**src/rtl/lbuf_pkg.sv**
```systemverilog
package lbuf_pkg;
  typedef enum logic [1:0] {
    MODE_STATIC = 2'd0,
    MODE_WRITE  = 2'd1,
    MODE_SEND   = 2'd2
  } mode_e;

  typedef enum logic [3:0] {
    OP_INIT  = 4'b1000,
    OP_WCNT  = 4'b0111,
    OP_PFX   = 4'b0110,
    OP_FMT   = 4'b0100,
    OP_MODE  = 4'b0000,
    OP_FLINE = 4'b0011,
    OP_RPT   = 4'b0010,
    OP_STOP  = 4'b1111
  } op_e;

  typedef struct packed {
    logic ld_init;
    logic ld_wcnt;
    logic ld_pfx;
    logic ld_fmt;
    logic go_write;
    logic go_send;
    logic ld_fline;
    logic rpt;
    logic stop;
  } act_t;
endpackage

```
**src/rtl/lbuf_bus_if.sv**
```systemverilog
module lbuf_bus_if #(
  parameter int DW = 16
) (
  input  logic          clk_i,
  input  logic          rst_ni,
  input  logic          wr_ni,
  input  logic          cs_ni,
  input  logic          dack_ni,
  input  logic          cmd_i,
  input  logic [DW-1:0] d_i,
  output logic          stb_o,
  output logic          is_cmd_o,
  output logic [DW-1:0] dat_o
);
  logic wr_q;
  logic rise;

  assign rise = !wr_q && wr_ni && (!cs_ni || !dack_ni);

  always_ff @(posedge clk_i or negedge rst_ni) begin
    if (!rst_ni) begin
      wr_q     <= 1'b1;
      stb_o    <= 1'b0;
      is_cmd_o <= 1'b0;
      dat_o    <= '0;
    end else begin
      wr_q  <= wr_ni;
      stb_o <= rise;
      if (rise) begin
        is_cmd_o <= cmd_i;
        dat_o    <= d_i;
      end
    end
  end

  assert_single_stb_R1: assert property (@(posedge clk_i) disable iff (!rst_ni)
    stb_o |=> !stb_o);
endmodule

```
**src/rtl/lbuf_cmd_dec.sv**
```systemverilog
module lbuf_cmd_dec
  import lbuf_pkg::*;
(
  input  logic        stb_i,
  input  logic        is_cmd_i,
  input  logic [3:0]  op_i,
  input  logic        sel_i,
  input  mode_e       mode_i,
  input  logic        busy_ni,
  output act_t        act_o
);
  always_comb begin
    act_o = '0;
    if (stb_i && is_cmd_i) begin
      case (op_i)
        OP_INIT:  act_o.ld_init = (mode_i == MODE_STATIC);
        OP_WCNT:  act_o.ld_wcnt = (mode_i == MODE_STATIC);
        OP_PFX:   act_o.ld_pfx  = (mode_i == MODE_STATIC);
        OP_FMT:   act_o.ld_fmt  = (mode_i == MODE_STATIC);
        OP_MODE: begin
          if (mode_i != MODE_SEND || busy_ni) begin
            act_o.go_write = !sel_i;
            act_o.go_send  = sel_i;
          end
        end
        OP_FLINE: act_o.ld_fline = (mode_i == MODE_WRITE);
        OP_RPT:   act_o.rpt      = (mode_i == MODE_SEND) && busy_ni;
        OP_STOP:  act_o.stop     = 1'b1;
        default:  ;
      endcase
    end
  end
endmodule

```
**src/rtl/lbuf_dma_seq.sv**
```systemverilog
module lbuf_dma_seq #(
  parameter int DEPTH = 320,
  parameter int AW    = $clog2(DEPTH + 1)
) (
  input  logic          clk_i,
  input  logic          rst_ni,
  input  logic          clr_i,
  input  logic          start_i,
  input  logic          req_en_i,
  input  logic [AW-1:0] wcnt_i,
  input  logic          word_i,
  output logic [AW-1:0] addr_o,
  output logic          full_o,
  output logic          dreq_no
);
  logic [AW-1:0] addr_q;
  logic          dreq_nq;

  assign full_o  = (addr_q == AW'(DEPTH));
  assign addr_o  = addr_q;
  assign dreq_no = dreq_nq;

  always_ff @(posedge clk_i or negedge rst_ni) begin
    if (!rst_ni) begin
      addr_q  <= '0;
      dreq_nq <= 1'b1;
    end else if (clr_i) begin
      addr_q  <= '0;
      dreq_nq <= 1'b1;
    end else if (start_i) begin
      addr_q  <= '0;
      dreq_nq <= !req_en_i;
    end else if (word_i && !full_o) begin
      addr_q <= addr_q + AW'(1);
      // release after N+1 words or on last slot
      if (!dreq_nq && (addr_q >= wcnt_i || addr_q == AW'(DEPTH - 1)))
        dreq_nq <= 1'b1;
    end
  end

  assert_addr_bound_R5: assert property (@(posedge clk_i) disable iff (!rst_ni)
    addr_q <= AW'(DEPTH));
  assert_dreq_full_R6: assert property (@(posedge clk_i) disable iff (!rst_ni)
    full_o |-> dreq_nq);
endmodule

```
**src/rtl/lbuf_host_ctl.sv**
```systemverilog
module lbuf_host_ctl
  import lbuf_pkg::*;
#(
  parameter int DW    = 16,
  parameter int DEPTH = 320,
  parameter int PW    = 12,
  parameter int IW    = 6,
  parameter int AW    = $clog2(DEPTH + 1),
  parameter int FBW   = $clog2((1 << PW) + (1 << AW) * 16 + 1)
) (
  input  logic           clk_i,
  input  logic           rst_ni,
  input  logic [DW-1:0]  d_i,
  input  logic           cmd_i,
  input  logic           cs_ni,
  input  logic           dack_ni,
  input  logic           wr_ni,
  input  logic           send_done_i,
  output logic           dreq_no,
  output logic           busy_no,
  output logic           intr_no,
  output logic [1:0]     mode_o,
  output logic           mem_we_o,
  output logic [AW-1:0]  mem_addr_o,
  output logic [DW-1:0]  mem_data_o,
  output logic           send_start_o,
  output logic [IW-1:0]  init_cfg_o,
  output logic [1:0]     fmt_o,
  output logic [PW-1:0]  prefix_len_o,
  output logic [AW-1:0]  word_cnt_o,
  output logic           fixed_line_o,
  output logic [FBW-1:0] fixed_bits_o
);
  localparam int BIT_PFX_EN = 3;
  localparam int BIT_REQ_EN = 4;
  localparam int BIT_MASK   = 3;

  logic          stb, is_cmd;
  logic [DW-1:0] dat;
  act_t          act;
  mode_e         mode_q;
  logic [IW-1:0] init_q;
  logic [AW-1:0] wcnt_q, fcnt_q, addr;
  logic [PW-1:0] pfx_q;
  logic [1:0]    fmt_q;
  logic          fline_q, busy_nq, intr_nq, start_q, we_q, full;
  logic [AW-1:0] maddr_q;
  logic [DW-1:0] mdat_q;
  logic          word_ok;
  logic [FBW-1:0] pfx_part, line_part;

  lbuf_bus_if #(.DW(DW)) i_bus (
    .clk_i, .rst_ni, .wr_ni, .cs_ni, .dack_ni, .cmd_i, .d_i,
    .stb_o(stb), .is_cmd_o(is_cmd), .dat_o(dat)
  );

  lbuf_cmd_dec i_dec (
    .stb_i(stb), .is_cmd_i(is_cmd), .op_i(dat[DW-1 -: 4]), .sel_i(dat[0]),
    .mode_i(mode_q), .busy_ni(busy_nq), .act_o(act)
  );

  assign word_ok = stb && !is_cmd && (mode_q == MODE_WRITE) && !full;

  lbuf_dma_seq #(.DEPTH(DEPTH), .AW(AW)) i_dma (
    .clk_i, .rst_ni,
    .clr_i(act.stop || act.go_send),
    .start_i(act.go_write),
    .req_en_i(init_q[BIT_REQ_EN] && !dat[BIT_MASK]),
    .wcnt_i(wcnt_q),
    .word_i(word_ok),
    .addr_o(addr), .full_o(full), .dreq_no(dreq_no)
  );

  always_ff @(posedge clk_i or negedge rst_ni) begin
    if (!rst_ni) begin
      mode_q  <= MODE_STATIC;
      init_q  <= '0;
      wcnt_q  <= '0;
      pfx_q   <= '0;
      fmt_q   <= '0;
      fline_q <= 1'b0;
      fcnt_q  <= '0;
      busy_nq <= 1'b1;
      intr_nq <= 1'b1;
      start_q <= 1'b0;
      we_q    <= 1'b0;
      maddr_q <= '0;
      mdat_q  <= '0;
    end else begin
      we_q    <= word_ok;
      start_q <= act.go_send || act.rpt;
      if (word_ok) begin
        maddr_q <= addr;
        mdat_q  <= dat;
      end
      if (stb) intr_nq <= 1'b1;
      if (act.stop) begin
        mode_q  <= MODE_STATIC;
        busy_nq <= 1'b1;
        intr_nq <= 1'b1;
        fline_q <= 1'b0;
      end else begin
        if (act.ld_init) init_q <= dat[IW-1:0];
        if (act.ld_wcnt) wcnt_q <= dat[AW-1:0];
        if (act.ld_pfx)  pfx_q  <= dat[PW-1:0];
        if (act.ld_fmt)  fmt_q  <= dat[1:0];
        if (act.go_write) begin
          mode_q  <= MODE_WRITE;
          fline_q <= 1'b0;
        end
        if (act.go_send) begin
          mode_q  <= MODE_SEND;
          busy_nq <= 1'b0;
        end
        if (act.rpt) busy_nq <= 1'b0;
        if (act.ld_fline) begin
          fline_q <= 1'b1;
          fcnt_q  <= dat[AW-1:0];
        end
        if (send_done_i && !busy_nq && mode_q == MODE_SEND) begin
          busy_nq <= 1'b1;
          intr_nq <= 1'b0;
        end
      end
    end
  end

  always_comb begin
    pfx_part  = init_q[BIT_PFX_EN] ? FBW'(pfx_q) + FBW'(1) : '0;
    line_part = (FBW'(fcnt_q) + FBW'(1)) << 4;
  end

  assign busy_no      = busy_nq;
  assign intr_no      = intr_nq;
  assign mode_o       = mode_q;
  assign mem_we_o     = we_q;
  assign mem_addr_o   = maddr_q;
  assign mem_data_o   = mdat_q;
  assign send_start_o = start_q;
  assign init_cfg_o   = init_q;
  assign fmt_o        = fmt_q;
  assign prefix_len_o = pfx_q;
  assign word_cnt_o   = wcnt_q;
  assign fixed_line_o = fline_q;
  assign fixed_bits_o = pfx_part + line_part;

  assert_we_in_write_R5: assert property (@(posedge clk_i) disable iff (!rst_ni)
    we_q |-> mode_q == MODE_WRITE);
  assert_busy_in_send_R8: assert property (@(posedge clk_i) disable iff (!rst_ni)
    !busy_nq |-> mode_q == MODE_SEND);
  assert_start_busy_R9: assert property (@(posedge clk_i) disable iff (!rst_ni)
    start_q |-> !busy_nq);
  assert_static_dreq_R6: assert property (@(posedge clk_i) disable iff (!rst_ni)
    mode_q == MODE_STATIC |-> dreq_no);
  assert_cfg_hold_R2: assert property (@(posedge clk_i) disable iff (!rst_ni)
    mode_q != MODE_STATIC |=> $stable(init_q) && $stable(pfx_q) && $stable(wcnt_q) && $stable(fmt_q));
endmodule

```
**config.mk**
```make
export PLATFORM = sky130hd
export DESIGN_NAME = lbuf_host_ctl
export DESIGN_NICKNAME = d
export VERILOG_FILES = /design/src/rtl/lbuf_pkg.sv /design/src/rtl/lbuf_bus_if.sv /design/src/rtl/lbuf_cmd_dec.sv /design/src/rtl/lbuf_dma_seq.sv /design/src/rtl/lbuf_host_ctl.sv
export SDC_FILE = /design/constraint.sdc
export NUM_CORES = 1
export LEC_CHECK = 0
export BUFFER_PORTS_ARGS = -buffer_cell sky130_fd_sc_hd__buf_2
export CAP_MARGIN = 20
export CORE_ASPECT_RATIO = 1.2
export CORE_UTILIZATION = 40
export DETAILED_ROUTE_END_ITERATION = 10
export SYNTH_ARGS = -nofsm -noshare
export SYNTH_HDL_FRONTEND = slang
export SYNTH_SLANG_ARGS = --single-unit
```
**constraint.sdc**
```tcl
create_clock -name clk_i -period 3.7 [get_ports clk_i]
set_clock_uncertainty 0.05 [all_clocks]
set_input_delay 0.37 -clock clk_i [delete_from_list [all_inputs] [get_ports clk_i]]
set_output_delay 0.37 -clock clk_i [all_outputs]
set_load 0.03 [all_outputs]
```
==> run_results.csv <==
group,metric,value,unit
run_status,outcome,"finished clean",
sta,final_cycle_share,0.9669,
synthesis,yosys.area.top_type_share,0.4777,
floorplanning,initial_core_util,0.4108,
worst_setup_path,critical-path-top-cell-by-count,"sky130_fd_sc_hd__ha_2",
worst_setup_path,timing.rr.end,"i_dma.addr_o[2]",
detailed_routing,postRouteWirelength,12.11,mm
place,place.gp.congestion,0.8621,
floorplanning,floorplan.die.width,103.8,um
power,clockPowerShare,0.265,
floorplanning,floorplan.core_area,12110,um^2
worst_setup_path,cp_slowest_stage_delay,450,ps
detailed_routing,num_vias,3782,
global_route,grt_overflow,0,
synthesis,synth_edf_count,0,
worst_setup_path,worst_setup_path_start_kind,"flop",
worst_setup_path,r2r_start,"i_dma.addr_o[5]",
layout,drive_gt1_frac,0.3293,
power,switching_fraction,0.3751,
detailed_routing,post-route-drc-count,0,
layout,design.final.nets,625,
cts,clk_latency,340,ps
sta,setup_viols_final,0,
sta,tightest_slew,853.4,ps
power,peak_ir_drop_on_the_vdd_network,0.0003020,V
floorplanning,die-height,124.2,um
synthesis,postSynthAreaPerCell,10.61,um^2
power,power.leakage,0.003130,uW
worst_setup_path,critical_path_cell_list,"ha_2 -> nand4_1 -> xnor2_1 -> and2_1 -> ha_2 -> a21oi_2 -> a21boi_0 -> a2111o_1 -> or4_1 -> nand3_1 -> buf_4",
power,internal_power,2331,uW
worst_setup_path,critical_path_peak_fanout,7,
power,p_sw,1399,uW
synthesis,synthArstFlopShare,1.000,
hold_path,hold_path.class,"in2reg",
cts,clock_root_buffer_master,"sky130_fd_sc_hd__clkbuf_16",
global_route,grt_util_all_layers,0.1961,
worst_setup_path,worstPathBufferInverterCount,1,
layout,layout-area-overhead-vs-synth,22.10,%
synthesis,synth.top_cells.by_area,"sky130_fd_sc_hd__dfrtp_1, sky130_fd_sc_hd__mux2_2, sky130_fd_sc_hd__nand2_1",
sta,slew_margin_rel,0.4280,
cts,tritoncts,"built",
layout,finish.utilization,0.5017,
cts,worst_setup_hold_path_clk_slew,60,ps
sta,postLayoutSetupSlackWorst,122.6,ps
worst_setup_path,critPathSlowestCell,"sky130_fd_sc_hd__a2111o_1",
sta,timing_hold_violations_final,0,
detailed_routing,post_drt_wl_per_cell,16.27,um
worst_setup_path,register_to_register_setup_slack,1300,ps
worst_setup_path,cp.required,3280,ps
global_route,initial_antenna_violation_count,0,
layout,ant_diodes,0,
worst_setup_path,path_class,"reg2out",
synthesis,synthesis.area,4976,um^2
global_route,grt_start_max_net_pins,82,
place,dp.final_hpwl,8.762,mm
detailed_routing,ant_nets,0,
synthesis,synth_nets,516,
synthesis,ys_seq_elements,99,
run,maxCapViolCount,0,
worst_setup_path,worst_r2r_path_depth,6,
floorplanning,io_pins,99,
sta,min_period,3577,ps
cts,cts_inserted_buffers,9,
worst_setup_path,timing.critical_path.max_delay_family,"simple AND/OR/NAND/NOR gates",
floorplanning,number_of_cell_rows,44,
global_route,via_count_of_the_first_global_routing_pass,3765,
synthesis,post_synth_num_cell_types,50,
synthesis,synthCells,469,
synthesis,seq_area_frac_synth,0.4989,
cts,htreeDepth,3,
hold_path,hold-path-endpoint,"i_bus.wr_q",
sta,timing.final.max_slew_violations,0,
detailed_routing,drt_pass1_iterations,4,
global_route,grt_pass1_wl,19.27,mm
synthesis,netlist.top_cell.by_area,"sky130_fd_sc_hd__dfrtp_1",
sta,fmax,0.2795,GHz
synthesis,total_of_warnings_raised_by_yosys,0,
power,combinationalPowerShare,0.315,
worst_setup_path,worstPathArrival,3160,ps
hold_path,hold_start,"wr_ni",
cts,max-clock-path-buffers,2,
place,post-place-ws,236.9,ps
hold_path,min_delay_path_depth,1,
power,proportion_of_power_drawn_by_flip_flops_and_latches,0.420,
place,cell_area_after_placement,5638,um^2
cts,clock-sinks,99,
worst_setup_path,critical_path.endpoint_type,"output port",
floorplanning,floorplan.die_area,12890,um^2
synthesis,synth_ff_type,"sky130_fd_sc_hd__dfrtp_1",
detailed_routing,drt-initial-drc-count,185,
layout,postLayoutCellArea,6076,um^2
place,numPortBuffers,98,
detailed_routing,post_dr_vias_cell,5.083,
power,power.density_cell_area,614.0,nW/um^2
through the flow:
stage | total power, uW | TNS [ps] | hold WS (ps) | std cells
after floorplan | 2319 | 0 | 24.41 | 469
after global placement | 2712 | 0 | 406.3 | 721
after detailed placement | 2735 | 0 | 412.0 | 721
after CTS | 3760 | 0 | 73.86 | 740
after global routing | 3932 | -38.77 | 75.43 | 744
final | 3730 | 0 | 91.34 | 744
power groups by stage:
stage / clock, uW / combinational (uW) / sequential [uW]
after global routing: 1060 / 1270 / 1610
after floorplan: 0 / 405 / 1910
after global placement: 0 / 1130 / 1580
after CTS: 1020 / 1160 / 1570
final: 989 / 1170 / 1570
after detailed placement: 0 / 1140 / 1600
timing repair:
action | 4_1_cts | 5_1_grt
pin swaps | 0 | 1
setup buffers | 3 | 2
hold buffers | 0 | 1
setup endpoints to repair | 1 | 1
cloned | 0 | 0
hold endpoints to repair | 0 | 33
gates resized for setup | 5 | 7
per-layer routing:
metal | vias to the layer above | wire length [um] | track usage
li1 | 1835 | - | -
met1 | 1821 | 5285 | 0.2347
met2 | 99 | 5952 | 0.3392
met3 | 27 | 418 | 0.03087
met4 | 0 | 449 | 0.1134
met5 | - | 0 | 0
how the worst max path moves through the flow:
stage                                from                to  slack (ps)  cells after the start
after global placement    prefix_len_o[3]  fixed_bits_o[13]         290                     11
after floorplan           prefix_len_o[2]  fixed_bits_o[13]         180                     10
after CTS                 prefix_len_o[5]  fixed_bits_o[13]          10                     11
after detailed placement  prefix_len_o[3]  fixed_bits_o[13]         240                     11
final                     prefix_len_o[1]  fixed_bits_o[13]         120                     11
after global routing      prefix_len_o[1]  fixed_bits_o[13]         -40                     11
synthesized netlist by cell type (2+ instances only):
cell,count
sky130_fd_sc_hd__and3_1,7
sky130_fd_sc_hd__nand2_1,94
sky130_fd_sc_hd__o31a_1,2
sky130_fd_sc_hd__and4_1,7
sky130_fd_sc_hd__a21oi_1,9
sky130_fd_sc_hd__clkbuf_1,4
sky130_fd_sc_hd__xnor2_1,21
sky130_fd_sc_hd__o21ai_0,16
sky130_fd_sc_hd__nand4_1,7
sky130_fd_sc_hd__buf_2,5
sky130_fd_sc_hd__dfstp_2,4
sky130_fd_sc_hd__nor3_1,2
sky130_fd_sc_hd__o21a_1,4
sky130_fd_sc_hd__nor2_1,22
sky130_fd_sc_hd__nand3_1,19
sky130_fd_sc_hd__ha_1,23
sky130_fd_sc_hd__mux2_2,47
sky130_fd_sc_hd__buf_6,3
sky130_fd_sc_hd__nand2b_1,2
sky130_fd_sc_hd__xor2_1,10
sky130_fd_sc_hd__inv_1,20
sky130_fd_sc_hd__nor2b_1,3
sky130_fd_sc_hd__nor4bb_1,2
sky130_fd_sc_hd__and2_1,11
sky130_fd_sc_hd__nand4b_1,4
sky130_fd_sc_hd__dfrtp_1,95
sky130_fd_sc_hd__or4_1,3
cell usage in the layout, fill, tap and decap left out, types with 16 or more instances in the layout:
cell,n
sky130_fd_sc_hd__buf_2,96
sky130_fd_sc_hd__dfrtp_1,93
sky130_fd_sc_hd__ha_1,19
sky130_fd_sc_hd__inv_1,20
sky130_fd_sc_hd__mux2_2,47
sky130_fd_sc_hd__nand2_1,94
sky130_fd_sc_hd__nand3_1,19
sky130_fd_sc_hd__nor2_1,22
sky130_fd_sc_hd__o21ai_0,16
sky130_fd_sc_hd__xnor2_1,21
worst reg2reg max path, cell delays in order, from the launching register on:
cell                      delay, ps
sky130_fd_sc_hd__dfrtp_1        450
sky130_fd_sc_hd__or4_4          570
sky130_fd_sc_hd__o31ai_4        530
sky130_fd_sc_hd__buf_4          370
sky130_fd_sc_hd__nor2_1          90
sky130_fd_sc_hd__xnor2_1        150
sky130_fd_sc_hd__nor2_1          50
final cells by class:
class | count | area [um^2]
clock buffers | 9 | 225.2
clock inverters | 7 | 91.34
fillers | 1148 | 6036
inverters | 21 | 78.83
multi-input cells | 336 | 2379
flip-flops and latches | 99 | 2485
well taps | 161 | 201.4
repair buffers | 111 | 615.6
cell families (layout without fill, tap and decap cells):
group                    after synthesis  in the layout  synth area share
XOR/XNOR                              31             31           0.05456
adder cells (fa/ha/maj)               24             24           0.06186
AO/OA/AOI/OAI                         44             44           0.05985
AND/OR/NAND/NOR                      190            190            0.1871
flip-flops                            99             99            0.4989
buffers and inverters                 34            148           0.03143
multiplexers                          47             47            0.1064
flip-flops by register name, summed over array words and instances, names as in the netlist:
name / flops
init_cfg_o: 6
mem_data_o: 16
fmt_o: 2
i_bus.dat_o: 16
intr_no: 1
mode_o: 2
word_cnt_o: 9
fcnt_q: 9
i_bus.wr_q: 1
i_dma.dreq_no: 1
fixed_line_o: 1
mem_we_o: 1
send_start_o: 1
i_bus.stb_o: 1
mem_addr_o: 9
i_dma.addr_o: 9
busy_no: 1
i_bus.is_cmd_o: 1
prefix_len_o: 12
No activity file was read; power rests on OpenSTA's default activity.
